===== config.mk =====
export PLATFORM = sky130hd
export DESIGN_NAME = reload_timer
export DESIGN_NICKNAME = d
export VERILOG_FILES = /design/src/rtl/reload_timer_pkg.sv /design/src/rtl/reload_timer_prescale.sv /design/src/rtl/reload_timer_edge.sv /design/src/rtl/reload_timer_channel.sv /design/src/rtl/reload_timer.sv
export SDC_FILE = /design/constraint.sdc
export NUM_CORES = 1
export LEC_CHECK = 0
export BUFFER_PORTS_ARGS = -buffer_cell sky130_fd_sc_hd__buf_4
export CORE_MARGIN = 2
export CORE_UTILIZATION = 50
export DETAILED_ROUTE_END_ITERATION = 6
export PLACE_DENSITY = 0.63
export SLEW_MARGIN = 40
export SYNTH_ARGS = -nofsm -noshare
export SYNTH_HDL_FRONTEND = slang
export SYNTH_SLANG_ARGS = --single-unit
export TNS_END_PERCENT = 100

===== constraint.sdc =====
create_clock -name clk_i -period 4.05 [get_ports clk_i]
set_input_delay 0.81 -clock clk_i [delete_from_list [all_inputs] [get_ports clk_i]]
set_output_delay 0.81 -clock clk_i [all_outputs]
set_load 0.02 [all_outputs]

===== src/rtl/reload_timer_pkg.sv =====
package reload_timer_pkg;
  localparam int CNT_W  = 32;
  localparam int NUM_CH = 3;
  localparam int TAPS   = 5;
  localparam int CTRL_W = 10;

  typedef struct packed {
    logic       cap_flag;
    logic       cap_ie;
    logic       cap_en;
    logic       unf_flag;
    logic       unf_ie;
    logic [1:0] edge_sel;
    logic [2:0] clk_sel;
  } ctrl_t;

  function automatic logic edge_pick(input logic [1:0] mode, input logic rise, input logic fall);
    if (mode[1]) return rise | fall;
    return mode[0] ? fall : rise;
  endfunction
endpackage


===== src/rtl/reload_timer_prescale.sv =====
module reload_timer_prescale #(
  parameter int TAPS = 5,
  localparam int DIV_W = 2 * TAPS
) (
  input  logic            clk_i,
  input  logic            rst_ni,
  output logic [TAPS-1:0] tick_o
);
  logic [DIV_W-1:0] div_q;

  always_ff @(posedge clk_i or negedge rst_ni)
    if (!rst_ni) div_q <= '0;
    else         div_q <= div_q + 1'b1;

  // tap k pulses once every 4^(k+1) cycles
  for (genvar k = 0; k < TAPS; k++) begin : g_tap
    assign tick_o[k] = &div_q[2*k+1:0];
  end

  assert_tick_gap_R4: assert property (@(posedge clk_i) disable iff (!rst_ni)
    tick_o[0] |=> !tick_o[0]);
endmodule


===== src/rtl/reload_timer_edge.sv =====
module reload_timer_edge (
  input  logic clk_i,
  input  logic rst_ni,
  input  logic pin_i,
  output logic rise_o,
  output logic fall_o
);
  logic [2:0] sh_q;

  always_ff @(posedge clk_i or negedge rst_ni)
    if (!rst_ni) sh_q <= '0;
    else         sh_q <= {sh_q[1:0], pin_i};

  assign rise_o = sh_q[1] & ~sh_q[2];
  assign fall_o = ~sh_q[1] & sh_q[2];

  assert_edge_excl_R5: assert property (@(posedge clk_i) disable iff (!rst_ni)
    !(rise_o && fall_o));
endmodule


===== src/rtl/reload_timer_channel.sv =====
module reload_timer_channel
  import reload_timer_pkg::*;
#(
  parameter int CNT_W   = 32,
  parameter int TAPS    = 5,
  parameter bit HAS_CAP = 1'b0
) (
  input  logic             clk_i,
  input  logic             rst_ni,
  input  logic             run_i,
  input  logic [TAPS-1:0]  tick_int_i,
  input  logic             ext_en_i,
  input  logic             ext_rise_i,
  input  logic             ext_fall_i,
  input  logic             cap_rise_i,
  input  logic             cap_fall_i,
  input  logic             const_we_i,
  input  logic             cnt_we_i,
  input  logic             ctrl_we_i,
  input  logic [CNT_W-1:0] wdata_i,
  output logic [CNT_W-1:0] const_o,
  output logic [CNT_W-1:0] cnt_o,
  output ctrl_t            ctrl_o,
  output logic [CNT_W-1:0] cap_o,
  output logic             unf_irq_o,
  output logic             cap_irq_o
);
  ctrl_t ctrl_q, wr_ctrl;
  logic [CNT_W-1:0] cnt_q, const_q;
  logic tick, count_ev, underflow, cap_ev;

  assign wr_ctrl = ctrl_t'(wdata_i[CTRL_W-1:0]);

  always_comb begin
    tick = ext_en_i & edge_pick(ctrl_q.edge_sel, ext_rise_i, ext_fall_i);
    for (int k = 0; k < TAPS; k++)
      if (ctrl_q.clk_sel == 3'(k)) tick = tick_int_i[k];
  end

  assign count_ev  = run_i & tick;
  assign underflow = count_ev & (cnt_q == '0);
  assign cap_ev    = HAS_CAP & ctrl_q.cap_en & edge_pick(ctrl_q.edge_sel, cap_rise_i, cap_fall_i);

  always_ff @(posedge clk_i or negedge rst_ni)
    if (!rst_ni)         const_q <= '1;
    else if (const_we_i) const_q <= wdata_i;

  always_ff @(posedge clk_i or negedge rst_ni)
    if (!rst_ni)       cnt_q <= '1;
    else if (cnt_we_i) cnt_q <= wdata_i;
    else if (count_ev) cnt_q <= underflow ? const_q : cnt_q - 1'b1;

  always_ff @(posedge clk_i or negedge rst_ni)
    if (!rst_ni) ctrl_q <= '0;
    else begin
      if (ctrl_we_i) begin
        ctrl_q.clk_sel  <= wr_ctrl.clk_sel;
        ctrl_q.edge_sel <= wr_ctrl.edge_sel;
        ctrl_q.unf_ie   <= wr_ctrl.unf_ie;
        ctrl_q.cap_en   <= wr_ctrl.cap_en & HAS_CAP;
        ctrl_q.cap_ie   <= wr_ctrl.cap_ie & HAS_CAP;
        ctrl_q.unf_flag <= ctrl_q.unf_flag & wr_ctrl.unf_flag;
        ctrl_q.cap_flag <= ctrl_q.cap_flag & wr_ctrl.cap_flag;
      end
      // hardware set wins over a clearing write
      if (underflow) ctrl_q.unf_flag <= 1'b1;
      if (cap_ev)    ctrl_q.cap_flag <= 1'b1;
    end

  if (HAS_CAP) begin : g_cap
    logic [CNT_W-1:0] cap_q;
    always_ff @(posedge clk_i or negedge rst_ni)
      if (!rst_ni)     cap_q <= '0;
      else if (cap_ev) cap_q <= cnt_q;
    assign cap_o = cap_q;

    assert_capture_R8: assert property (@(posedge clk_i) disable iff (!rst_ni)
      cap_ev |=> (cap_q == $past(cnt_q)));
  end else begin : g_nocap
    assign cap_o = '0;
  end

  assign const_o   = const_q;
  assign cnt_o     = cnt_q;
  assign ctrl_o    = ctrl_q;
  assign unf_irq_o = ctrl_q.unf_flag & ctrl_q.unf_ie;
  assign cap_irq_o = ctrl_q.cap_flag & ctrl_q.cap_ie;

  assert_reload_R3: assert property (@(posedge clk_i) disable iff (!rst_ni)
    (underflow && !cnt_we_i) |=> (cnt_q == $past(const_q)));
  assert_flag_set_R6: assert property (@(posedge clk_i) disable iff (!rst_ni)
    underflow |=> ctrl_q.unf_flag);
  assert_flag_clear_R6: assert property (@(posedge clk_i) disable iff (!rst_ni)
    (ctrl_we_i && !wdata_i[6] && !underflow) |=> !ctrl_q.unf_flag);
  assert_hold_R2: assert property (@(posedge clk_i) disable iff (!rst_ni)
    (!run_i && !cnt_we_i) |=> $stable(cnt_q));
  assert_load_R9: assert property (@(posedge clk_i) disable iff (!rst_ni)
    cnt_we_i |=> (cnt_q == $past(wdata_i)));
endmodule


===== src/rtl/reload_timer.sv =====
module reload_timer
  import reload_timer_pkg::*;
(
  input  logic              clk_i,
  input  logic              rst_ni,
  input  logic              we_i,
  input  logic [3:0]        addr_i,
  input  logic [CNT_W-1:0]  wdata_i,
  output logic [CNT_W-1:0]  rdata_o,
  input  logic              ext_clk_i,
  input  logic              cap_pin_i,
  output logic              pin_oe_o,
  output logic [NUM_CH-1:0] unf_irq_o,
  output logic              cap_irq_o
);
  logic [NUM_CH-1:0] run_q;
  logic pin_in_en_q;
  logic [TAPS-1:0] tick;
  logic ext_rise, ext_fall, cap_rise, cap_fall;
  logic [CNT_W-1:0] const_w [NUM_CH];
  logic [CNT_W-1:0] cnt_w   [NUM_CH];
  logic [CNT_W-1:0] cap_w   [NUM_CH];
  ctrl_t            ctrl_w  [NUM_CH];
  logic [NUM_CH-1:0] cap_irq_w;

  wire start_we = we_i && (addr_i == 4'd0);

  always_ff @(posedge clk_i or negedge rst_ni)
    if (!rst_ni) begin
      run_q       <= '0;
      pin_in_en_q <= 1'b0;
    end else if (start_we) begin
      run_q       <= wdata_i[NUM_CH-1:0];
      pin_in_en_q <= wdata_i[8];
    end

  reload_timer_prescale #(.TAPS(TAPS)) u_presc (.clk_i, .rst_ni, .tick_o(tick));
  reload_timer_edge u_ext (.clk_i, .rst_ni, .pin_i(ext_clk_i), .rise_o(ext_rise), .fall_o(ext_fall));
  reload_timer_edge u_cap (.clk_i, .rst_ni, .pin_i(cap_pin_i), .rise_o(cap_rise), .fall_o(cap_fall));

  for (genvar g = 0; g < NUM_CH; g++) begin : g_ch
    wire hit = we_i && (addr_i[3:2] == 2'(g + 1));
    reload_timer_channel #(.CNT_W(CNT_W), .TAPS(TAPS), .HAS_CAP(g == NUM_CH - 1)) u_ch (
      .clk_i, .rst_ni,
      .run_i(run_q[g]), .tick_int_i(tick), .ext_en_i(pin_in_en_q),
      .ext_rise_i(ext_rise), .ext_fall_i(ext_fall),
      .cap_rise_i(cap_rise), .cap_fall_i(cap_fall),
      .const_we_i(hit && addr_i[1:0] == 2'd0),
      .cnt_we_i(hit && addr_i[1:0] == 2'd1),
      .ctrl_we_i(hit && addr_i[1:0] == 2'd2),
      .wdata_i,
      .const_o(const_w[g]), .cnt_o(cnt_w[g]), .ctrl_o(ctrl_w[g]), .cap_o(cap_w[g]),
      .unf_irq_o(unf_irq_o[g]), .cap_irq_o(cap_irq_w[g]));
  end

  always_comb begin
    rdata_o = '0;
    if (addr_i == 4'd0) rdata_o = {23'b0, pin_in_en_q, 5'b0, run_q};
    for (int g = 0; g < NUM_CH; g++)
      if (addr_i[3:2] == 2'(g + 1))
        case (addr_i[1:0])
          2'd0:    rdata_o = const_w[g];
          2'd1:    rdata_o = cnt_w[g];
          2'd2:    rdata_o = {{(CNT_W-CTRL_W){1'b0}}, ctrl_w[g]};
          default: rdata_o = cap_w[g];
        endcase
  end

  assign pin_oe_o  = ~pin_in_en_q;
  assign cap_irq_o = |cap_irq_w;

  assert_no_ext_when_off_R5: assert property (@(posedge clk_i) disable iff (!rst_ni)
    (!pin_in_en_q && !(we_i && addr_i == 4'd5) && ctrl_w[0].clk_sel >= 3'd5) |=> $stable(cnt_w[0]));
endmodule


## Word level (Yosys, flattened, before mapping)

Cells that the tools add are included.
W data, S select, Z words.

| storage, ports and cells | value |
|---|---|
| bits in registers | 270 |

| cells by class | value |
|---|---|
| equal/unequal tests | 17 |
| mux-type cells | 53 |
| $add $sub $neg | 4 |
| bitwise logic cells | 31 |
| reduce and logical (&&, ||, !) cells | 33 |

Operator list:

| operator | count |
|---|---|
| $mux W32 | 12 |
| $pmux W32 S3 | 3 |
| $logic_not A32 Y1 | 3 |
| $sub A32 B1 Y32 const B | 3 |
| $mux W1 | 34 |
| $and A1 B1 Y1 | 24 |
| $eq A3 B2 Y1 const B | 6 |
| $mux W7 | 2 |
| $reduce_bool A2 Y1 | 7 |
| $logic_and A1 B1 Y1 | 13 |
| $add A10 B1 Y10 const B | 1 |
| $mux W10 | 1 |
| $reduce_and A10 Y1 | 1 |
| $eq A3 B1 Y1 const B | 3 |
| $eq A3 B3 Y1 const B | 3 |
| $logic_not A3 Y1 | 3 |
| $mux W9 | 1 |
| $reduce_and A8 Y1 | 1 |
| $eq A2 B2 Y1 const B | 3 |
| $reduce_and A6 Y1 | 1 |
| $not A1 Y1 | 5 |
| $eq A2 B1 Y1 const B | 2 |
| $logic_not A4 Y1 | 1 |
| $reduce_and A4 Y1 | 1 |
| other kinds (3) | 4 |

## Depth between registers and ports, before layout

Gate-level depths: netlist of run 1.

| depth | value |
|---|---|
| depth in word-level cells | 16 |
| mapped depth | 10 |
| mapped depth without buffers | 8 |

## Hierarchy

From an unflattened synthesis of run 1, not the netlist that was laid out.

| second synthesis, totals | value |
|---|---|
| cell total of the unflattened synthesis | 1697 |
| area, all modules | 17300.3 um2 |

By module, submodules not included:

| module | area each (um2) | cells an instance | instances |
|---|---|---|---|
| reload_timer_channel (g_ch[0].u_ch ...) | 4214.0 | 419 | 2 |
| reload_timer_channel (g_ch[2].u_ch) | 5233.8 | 459 | 1 |
| reload_timer | 3035.4 | 357 | 1 |
| reload_timer_prescale | 422.9 | 33 | 1 |
| reload_timer_edge | 90.1 | 5 | 2 |

## Least setup slack after synthesis of run 1

Ideal clock, no wire load.

| path | value |
|---|---|
| path kind | input to output |
| start point | input port addr_i[0] |
| end point | output port rdata_o[12] |
| data arrival time | 2.877 ns |
| data required time | 3.240 ns |
| cell stages on the path | 6 |
| path slack | 0.363 ns |
| path through | clkbuf_1 clkbuf_1 clkbuf_1 buf_1 mux2i_1 o21ai_0 |

| on the way | value |
|---|---|
| word-level cells in the longest chain between the ends | 5 |
| elaborated cells between the ends (all ways) | 9 |
| those cells by class | eq/ne (2); mux (6); reduce/logical (1) |

RTL lines:

| item | line | text |
|---|---|---|
| start: declaration | reload_timer.sv:7 | `input logic [3:0] addr_i,` |
| $eq A2 B2 Y1, or another cell as far along | reload_timer.sv:61 | `case (addr_i[1:0])` |
| $pmux W32 S3 | reload_timer.sv:61 |  |
| $mux W32 (2 in series) | reload_timer.sv:60 | `if (addr_i[3:2] == 2'(g + 1))` |
| $mux W32 * | reload_timer.sv:60 |  |
| end: declaration | reload_timer.sv:9 | `output logic [CNT_W-1:0] rdata_o,` |

Mark *: on every way between the ends. The rest lies on a longest branch, timed or not.

## Final worst setup path of run 1

| path | value |
|---|---|
| start point | input port addr_i[1] |
| end point | output port rdata_o[12] |

Same word-level chain as after synthesis.

==> out/metrics.yaml, run 1 <==
status: "finished, final reports clean"
synth_edf_count: 0
cts_buffers: 31
firstDrtPassIters: 5
crit-reg2reg-launch: "u_presc.div_q[0]$_DFF_PN0_"
cp.arrival_ns: 2.70
yosysMostFrequentCell: "dfstp_2"
yosys_register_bits: 270
final_layout_size_suffix_gt1_frac: 0.3449
n_antenna_cell: 0
syn_inst: 1706
pin_count: 78
post_layout_nonfiller_instances: 2205
maxCapViolations: 0
grt_pass1_wl_mm: 81.58
dpl.cell_count: 2148
hold_viol: 0
chipHeight_um: 186.1
required_ns: 3.24
ys_types: 78
hpwl_mm: 36.69
drc: 0
start_kind: "input pin"
syn_area_per_cell_sq_um: 9.723
gr-total-overflow: 0
cts.sinks: 270
worstPathMaxFanout: 48
finalClockSkew_ns: 0.02374
power_density_mw_per_mm2: 627.6
r2r-end: "g_ch[2].u_ch.cnt_o[31]$_DFFE_PN1P_"
start_util: 0.5085
track_usage: 0.3101
p_leak_nw: 7.563
wirelength_mm: 53.10
cts_setup_buffers: 0
holdWs_ns: 0.2102
crit_buf_inv: 2
critical-path-max-stage-delay_ns: 0.57
synth_ff_type: "dfstp_2"
fmax_mhz: 285.0
fp-row-count: 66
drt_iter0_drc: 1109
clockBufferDepth: 3
placeableCoreArea_sq_mm: 0.03262
cts_tree: "built"
gp_congestion: 0.9032
antenna_found_initial: 0
synth_area_sq_mm: 0.01659
end_kind: "output pin"
setup_viol: 0
wl_per_cell_um: 24.08
nets: 1791
via_count: 13943
p_total_mw: 11.86
crit_family: "buffers and inverters"
htree_levels: 1
synthTopCellsByCount: "dfstp_2 (192), mux2_2 (181), nand2_1 (162)"
r2r_slack_ns: 0.71
synth_top_area_share: 0.3041
grt_max_degree: 85
clkTransAtPathRegs_ns: 0.06
period_share: 0.8664
area_growth_pct: 13.92
clock_latency_ns: 0.59
holdBufCountCts: 0
report.final.slew_viol_count: 0
ys.warnings.count: 0
tightest_slew_ns: 0.8787
synth-async-reset-ratio: 1.000
yosysSeqAreaShare: 0.4218
chipWidth_um: 186.1
die_area_sq_mm: 0.03465
post_cts_resized: 0
slew_headroom: 0.4088
synth_nets: 1758
r2r.worst_path.cells: 7
max-vdd-ir-drop_mv: 0.4610
grt_pass1_vias: 13427
grt_setup_unrepaired: "no"
port_buffers: 77
fin_setup_tns_ns: 0
period_minus_slack_ns: 3.509
hold_path.class: "input pin to async pin"
yosysTopAreaCell: "dfstp_2"
cp_cell_sequence: "buf_4 > mux2_2 > a22o_1 > nand2_1 > o21ai_0 > nand2_1 > o21ai_0 > buf_4"
clock-root-buffer: "clkbuf_16"
synth_area_leaders: "dfstp_2 (30%), mux2_2 (12%), dfrtp_1 (12%)"
avgViaCountPerCell: 6.323
slowest_stage: "buf_4"
critPathKind: "input pin to output pin"
ant_nets: 0
==> state kept, by name, summed over array words and instances (netlist names) <==
register	cells
g_ch.u_ch.const_o	96
pin_in_en_q	1
g_ch.u_ch.ctrl_o	26
run_q	3
u_cap.sh_q	3
u_presc.div_q	10
g_ch.u_ch.cap_o	32
u_ext.sh_q	3
g_ch.u_ch.cnt_o	96
==> routing by layer <==
layer / part of all wire / global-route usage
met5: 0 / 0
met4: 0.047 / 0.1291
met3: 0.063 / 0.04264
met2: 0.46 / 0.4989
met1: 0.43 / 0.4229
==> stage by stage <==
stage / cell area (sq um) / setup WS [ns] / utilization
global placement: 17710 / 0.5543 / 0.5430
global route: 18900 / 0.3990 / 0.5793
finish: 18900 / 0.5412 / 0.5793
CTS: 18900 / 0.5523 / 0.5793
detailed placement: 17730 / 0.5528 / 0.5436
floorplan: 16590 / 0.3626 / -
==> layout by cell type, fill, tap and decap left out, drive strengths merged, types with 14 or more instances in the layout <==
| cell type | n |
|---|---|
| dfstp | 192 |
| xor2 | 24 |
| mux2i | 85 |
| a31oi | 15 |
| a211o | 21 |
| inv | 20 |
| a211oi | 14 |
| xnor2 | 45 |
| o21ai | 115 |
| buf | 132 |
| nor2 | 138 |
| a22o | 22 |
| mux2 | 181 |
| nand2 | 162 |
| nand3 | 54 |
| or3 | 17 |
| nor3 | 49 |
| clkbuf | 35 |
| dfrtp | 78 |
| o211ai | 24 |
| a21oi | 89 |
| nor4 | 36 |
| o22ai | 20 |
==> worst max path at each step <==
| stage | start | end | slack (ns) | cells after the start |
|---|---|---|---|---|
| floorplan | addr_i[0] | rdata_o[12] | 0.36 | 6 |
| global placement | addr_i[1] | rdata_o[9] | 0.55 | 6 |
| detailed placement | addr_i[1] | rdata_o[12] | 0.55 | 8 |
| CTS | addr_i[1] | rdata_o[12] | 0.55 | 8 |
| global route | addr_i[1] | rdata_o[1] | 0.40 | 7 |
| finish | addr_i[1] | rdata_o[12] | 0.54 | 8 |
==> power breakdown <==
group          leakage [nW]  internal, mW  switching [mW]  total (mW)
Combinational          4.04          1.72            1.79        3.51
Sequential             2.97          4.02            1.10        5.12
Clock                 0.553          1.97            1.26        3.23
==> layout make-up <==
class                      count  area, sq um
clock buffer                  35        820.8
fill                        2878        13720
inverter                      19        71.32
multi-input combinational   1285         9050
sequential                   270         6997
timing repair buffer         132         1061
tap                          442        553.0
clock inverter                22        342.8
==> cells by family after synthesis <==
family,share of synthesized area
mux,0.1837
xor+xnor,0.03643
buf+inv,0.03658
compound gates,0.1526
simple gates,0.1606
fa+ha+maj,0.008297
flops,0.4218
Power figures use the tool's default switching activity.
==> run 2, diff against run 1 <==
==> constraint.sdc (replaced) <==
create_clock -name clk_i -period 4 [get_ports clk_i]
set_input_delay 0.8 -clock clk_i [delete_from_list [all_inputs] [get_ports clk_i]]
set_output_delay 0.8 -clock clk_i [all_outputs]
set_load 0.02 [all_outputs]
==> run 2 against run 1 <==
Against the previous run:
- cell area decreased by 0.93%
- clock power decreased by 12%
- sequential share of layout area up 0.35 points
- sequential power grew 2%
- critical path depth is 3 lower
- via count is 0.88% higher
- non-clock buffer count fell by 3
- global-route usage barely moved
- register-to-register slack is essentially flat
==> out/metrics.yaml, run 2 (same netlist as run 1, synthesis figures left out) <==
pre_cts_slack_ns: 0.4716
slew_headroom: 0.4398
start_util: 0.5085
antenna_found_initial: 0
end_kind: "output pin"
period_minus_slack_ns: 3.566
clock_latency_ns: 0.57
hold_path.class: "input pin to async pin"
chipWidth_um: 186.1
fin_setup_tns_ns: 0
avgViaCountPerCell: 6.385
final_common_cell: "dfstp_2"
drc: 0
fin_util: 0.5739
pin_count: 78
grt_max_degree: 97
clock-root-buffer: "clkbuf_16"
critPathKind: "input pin to output pin"
track_usage: 0.3101
finalWorstSetupSlack_ns: 0.4337
power_density_mw_per_mm2: 619.6
post_cts_resized: 0
cts_buffers: 31
wl_per_cell_um: 24.26
crit-reg2reg-launch: "u_presc.div_q[0]$_DFF_PN0_"
cts_setup_buffers: 0
fmax_mhz: 280.4
status: "finished, final reports clean"
required_ns: 3.20
finalClockSkew_ns: 0.01026
wirelength_mm: 53.45
r2r_slack_ns: 0.70
worstPathMaxFanout: 54
chipHeight_um: 186.1
gr-usage-met3: 0.03368
hpwl_mm: 36.93
max-vdd-ir-drop_mv: 0.4160
grt_setup_unrepaired: "no"
die_area_sq_mm: 0.03465
hold_viol: 0
clockBufferDepth: 3
area_growth_pct: 12.85
ant_nets: 0
fp-row-count: 66
p_leak_nw: 7.477
report.final.slew_viol_count: 0
nets: 1788
mostFrequentLayoutCells: "dfstp_2 (192), mux2_2 (181), nand2_1 (162)"
drt_iter0_drc: 1280
cts_tree: "built"
clkTransAtPathRegs_ns: 0.06
start_kind: "input pin"
cp.arrival_ns: 2.77
holdBufCountCts: 0
final_layout_size_suffix_gt1_frac: 0.3392
dpl.cell_count: 2145
cts.sinks: 270
grt_pass1_vias: 13523
r2r.worst_path.cells: 7
met1_usage: 0.4261
maxCapViolations: 0
gp_congestion: 0.8796
tightest_slew_ns: 0.8383
port_buffers: 77
grt-busiest-layer: "met2"
r2r-end: "g_ch[1].u_ch.cnt_o[15]$_DFFE_PN1P_"
gr-total-overflow: 0
via_count: 14066
period_share: 0.8916
setup_viol: 0
firstDrtPassIters: 5
placeableCoreArea_sq_mm: 0.03262
post_layout_nonfiller_instances: 2203
htree_levels: 1
use_met2: 0.4975
holdWs_ns: 0.2611
grt_pass1_wl_mm: 82.05
run 2: cell count changes in the layout (fill, tap and decap cells not counted), moves of 2 or more:
cell / before / now
clkinv_1: 0 / 2
buf_4: 126 / 123
clkinvlp_4: 6 / 3
clkbuf_1: 1 / 7
bufinv_16: 8 / 2
run 2: layout make-up:
type                    count  area [sq um]
repair buffers            129          1039
multi-input cells        1285          9051
diodes                      1         2.502
clock buffers              42         857.1
clock inverters            15         148.9
flip-flops and latches    270          6997
fillers                  2866         13900
inverters                  19         71.32
well taps                 442         553.0
run 2: worst max path at each step:
| stage | start | to | slack [ns] | cells after the start |
|---|---|---|---|---|
| 2_1_floorplan | addr_i[0] | rdata_o[12] | 0.33 | 6 |
| 3_3_place_gp | addr_i[1] | rdata_o[9] | 0.46 | 6 |
| 3_5_place_dp | addr_i[1] | rdata_o[6] | 0.47 | 6 |
| 4_1_cts | addr_i[1] | rdata_o[6] | 0.47 | 6 |
| 5_1_grt | addr_i[1] | rdata_o[2] | 0.36 | 8 |
| 6_report | addr_i[1] | rdata_o[26] | 0.43 | 5 |
run 2: metal layers:
layer / wire (um) / part of all wire
met1: 22850 / 0.43
met2: 24580 / 0.46
met3: 3255 / 0.061
met4: 2763 / 0.052
met5: 0 / 0
run 2: critical path: stages:
cell and delay, ns:
buf_4 0.62, nand2b_1 0.55, buf_4 0.31, o21ai_0 0.22, buf_4 0.22
run 2: power by group:
group	internal (mW)	switching, mW	leakage (nW)	total (mW)
clock network	1.63	1.22	0.484	2.85
logic	1.73	1.80	4.02	3.53
registers	4.07	1.15	2.97	5.22
run 2: stage by stage:
step / cell area [sq um] / power (mW)
2_1_floorplan: 16590 / 7.413
3_3_place_gp: 17700 / 8.592
3_5_place_dp: 17700 / 8.716
4_1_cts: 18710 / 11.58
5_1_grt: 18720 / 12.21
6_report: 18720 / 11.60
==> run 3, diff against run 2 <==
--- a/config.mk
+++ b/config.mk
@@ -13,5 +13,6 @@
 export SLEW_MARGIN = 40
 export SYNTH_ARGS = -nofsm -noshare
 export SYNTH_HDL_FRONTEND = slang
+export SYNTH_HIERARCHICAL = 1
 export SYNTH_SLANG_ARGS = --single-unit
 export TNS_END_PERCENT = 100
==> run 3 against run 2 <==
Against the previous run:
- global-route usage down 2.1 points
- cell area up 2.2%
- synthesized cell count down 0.53%
- combinational power rose by 10%
==> out/metrics.yaml, run 3 <==
yosysMostFrequentCell: "nand2_1"
hold_path.class: "input pin to async pin"
cts_buffers: 31
max-vdd-ir-drop_mv: 0.4169
ant_nets: 0
critPathKind: "input pin to output pin"
r2r-end: "g_ch[0].u_ch/cnt_o[13]$_DFFE_PN1P_"
hpwl_mm: 36.53
crit-reg2reg-launch: "u_presc/div_q[0]$_DFF_PN0_"
avgViaCountPerCell: 6.210
synth_edf_count: 0
period_share: 0.8935
cts.sinks: 270
slew_headroom: 0.4752
yosysSeqAreaShare: 0.4044
wl_per_cell_um: 23.21
pin_count: 78
wirelength_mm: 51.59
clkTransAtPathRegs_ns: 0.06
grt_pass1_wl_mm: 80.89
synth_ff_type: "dfstp_2"
report.final.slew_viol_count: 0
cp.arrival_ns: 2.77
tightest_slew_ns: 0.7843
synthTopCellsByCount: "nand2_1 (196), dfstp_2 (192), mux2_2 (160)"
port_buffers: 77
cp_cell_sequence: "buf_6 > buf_12 > mux2i_1 > nor2_1 > a211o_1 > a32o_1 > buf_4"
dpl.cell_count: 2164
grt_max_degree: 93
required_ns: 3.20
yosys_register_bits: 270
worstPathMaxFanout: 50
post_cts_resized: 0
synth-async-reset-ratio: 1.000
slowest_stage: "buf_6"
final_common_cell: "nand2_1"
finalClockSkew_ns: 0.01999
holdWs_ns: 0.04780
fp-row-count: 68
track_usage: 0.2894
p_total_mw: 11.89
clock-root-buffer: "clkbuf_16"
clockBufferDepth: 3
ys.warnings.count: 6
r2r.worst_path.cells: 11
syn_inst: 1697
power_density_mw_per_mm2: 621.3
grt_setup_unrepaired: "no"
placeableCoreArea_sq_mm: 0.03429
drt_iter0_drc: 1227
end_kind: "output pin"
clock_latency_ns: 0.59
cts_setup_buffers: 0
synth_top_area_share: 0.2916
period_minus_slack_ns: 3.574
n_antenna_cell: 0
critical-path-max-stage-delay_ns: 0.48
gp_congestion: 0.9132
chipHeight_um: 190.0
r2r_slack_ns: 0.80
via_count: 13804
chipWidth_um: 190.0
start_util: 0.5046
nets: 1788
post_layout_nonfiller_instances: 2223
holdBufCountCts: 0
synth_area_leaders: "dfstp_2 (29%), dfrtp_1 (11%), mux2_2 (10%)"
firstDrtPassIters: 5
grt_pass1_vias: 13582
status: "finished, final reports clean"
ys_types: 77
setup_viol: 0
drc: 0
gr-total-overflow: 0
hold_viol: 0
area_growth_pct: 10.59
synth_area_sq_mm: 0.01730
htree_levels: 1
final_layout_size_suffix_gt1_frac: 0.3382
start_kind: "input pin"
yosysTopAreaCell: "dfstp_2"
antenna_found_initial: 0
maxCapViolations: 0
syn_area_per_cell_sq_um: 10.19
p_leak_nw: 7.725
die_area_sq_mm: 0.03610
cts_tree: "built"
fmax_mhz: 279.8
fin_setup_tns_ns: 0
mostFrequentLayoutCells: "nand2_1 (196), dfstp_2 (192), mux2_2 (160)"
## run 3: worst max path at each step
stage | from | endpoint | slack [ns] | cells after the start
floorplan | addr_i[1] | rdata_o[5] | 1.13 | 5
global placement | addr_i[0] | rdata_o[20] | 0.49 | 7
detailed placement | addr_i[0] | rdata_o[17] | 0.46 | 7
CTS | addr_i[0] | rdata_o[17] | 0.45 | 7
global route | addr_i[0] | rdata_o[31] | 0.35 | 7
finish | addr_i[0] | rdata_o[17] | 0.43 | 7
## run 3: final cells by class
type	instances	area [sq um]
Clock inverter	5	28.78
Tap cell	455	569.3
Inverter	28	105.1
Timing Repair Buffer	130	1067
Clock buffer	53	928.4
Multi-Input combinational cell	1282	9437
Fill cell	2986	15160
Sequential cell	270	6997
## run 3: kinds of logic after synthesis
kind of cell / synth area share
simple gates: 0.1405
flops: 0.4044
compound gates: 0.1536
mux: 0.1917
buf+inv: 0.06842
fa+ha+maj: 0.002893
xor+xnor: 0.03797
other cells: 0.0004341
## run 3: critical path, delay by kind of cell
kind | cells | cell delay, ns
AOI/OAI and AO/OA | 2 | 0.57
and+or+nand+nor | 1 | 0.06
buffers and inverters | 3 | 1.01
muxes | 1 | 0.24
## run 3: routing by layer
layer	GRT usage	vias to the layer above	share of wire
met5	0	-	0
met4	0.1377	0	0.052
met3	0.02951	133	0.043
met2	0.4861	456	0.49
met1	0.3762	6989	0.42
li1	-	6226	-
## run 3: report_power, final
| part | total [mW] | leakage [nW] | internal (mW) | switching, mW |
|---|---|---|---|---|
| clock | 2.72 | 0.470 | 1.56 | 1.16 |
| combinational | 3.89 | 4.28 | 1.89 | 1.99 |
| sequential | 5.28 | 2.98 | 4.12 | 1.17 |
| total | 11.9 | 7.73 | 7.57 | 4.32 |
## run 3: metrics by stage
stage / setup slack, ns / util / instance area [sq um]
finish: 0.4259 / 0.5580 / 19130
floorplan: 1.128 / - / 17560
CTS: 0.4539 / 0.5571 / 19100
detailed placement: 0.4612 / 0.5292 / 18140
global placement: 0.4902 / 0.5290 / 18140
global route: 0.3456 / 0.5580 / 19130
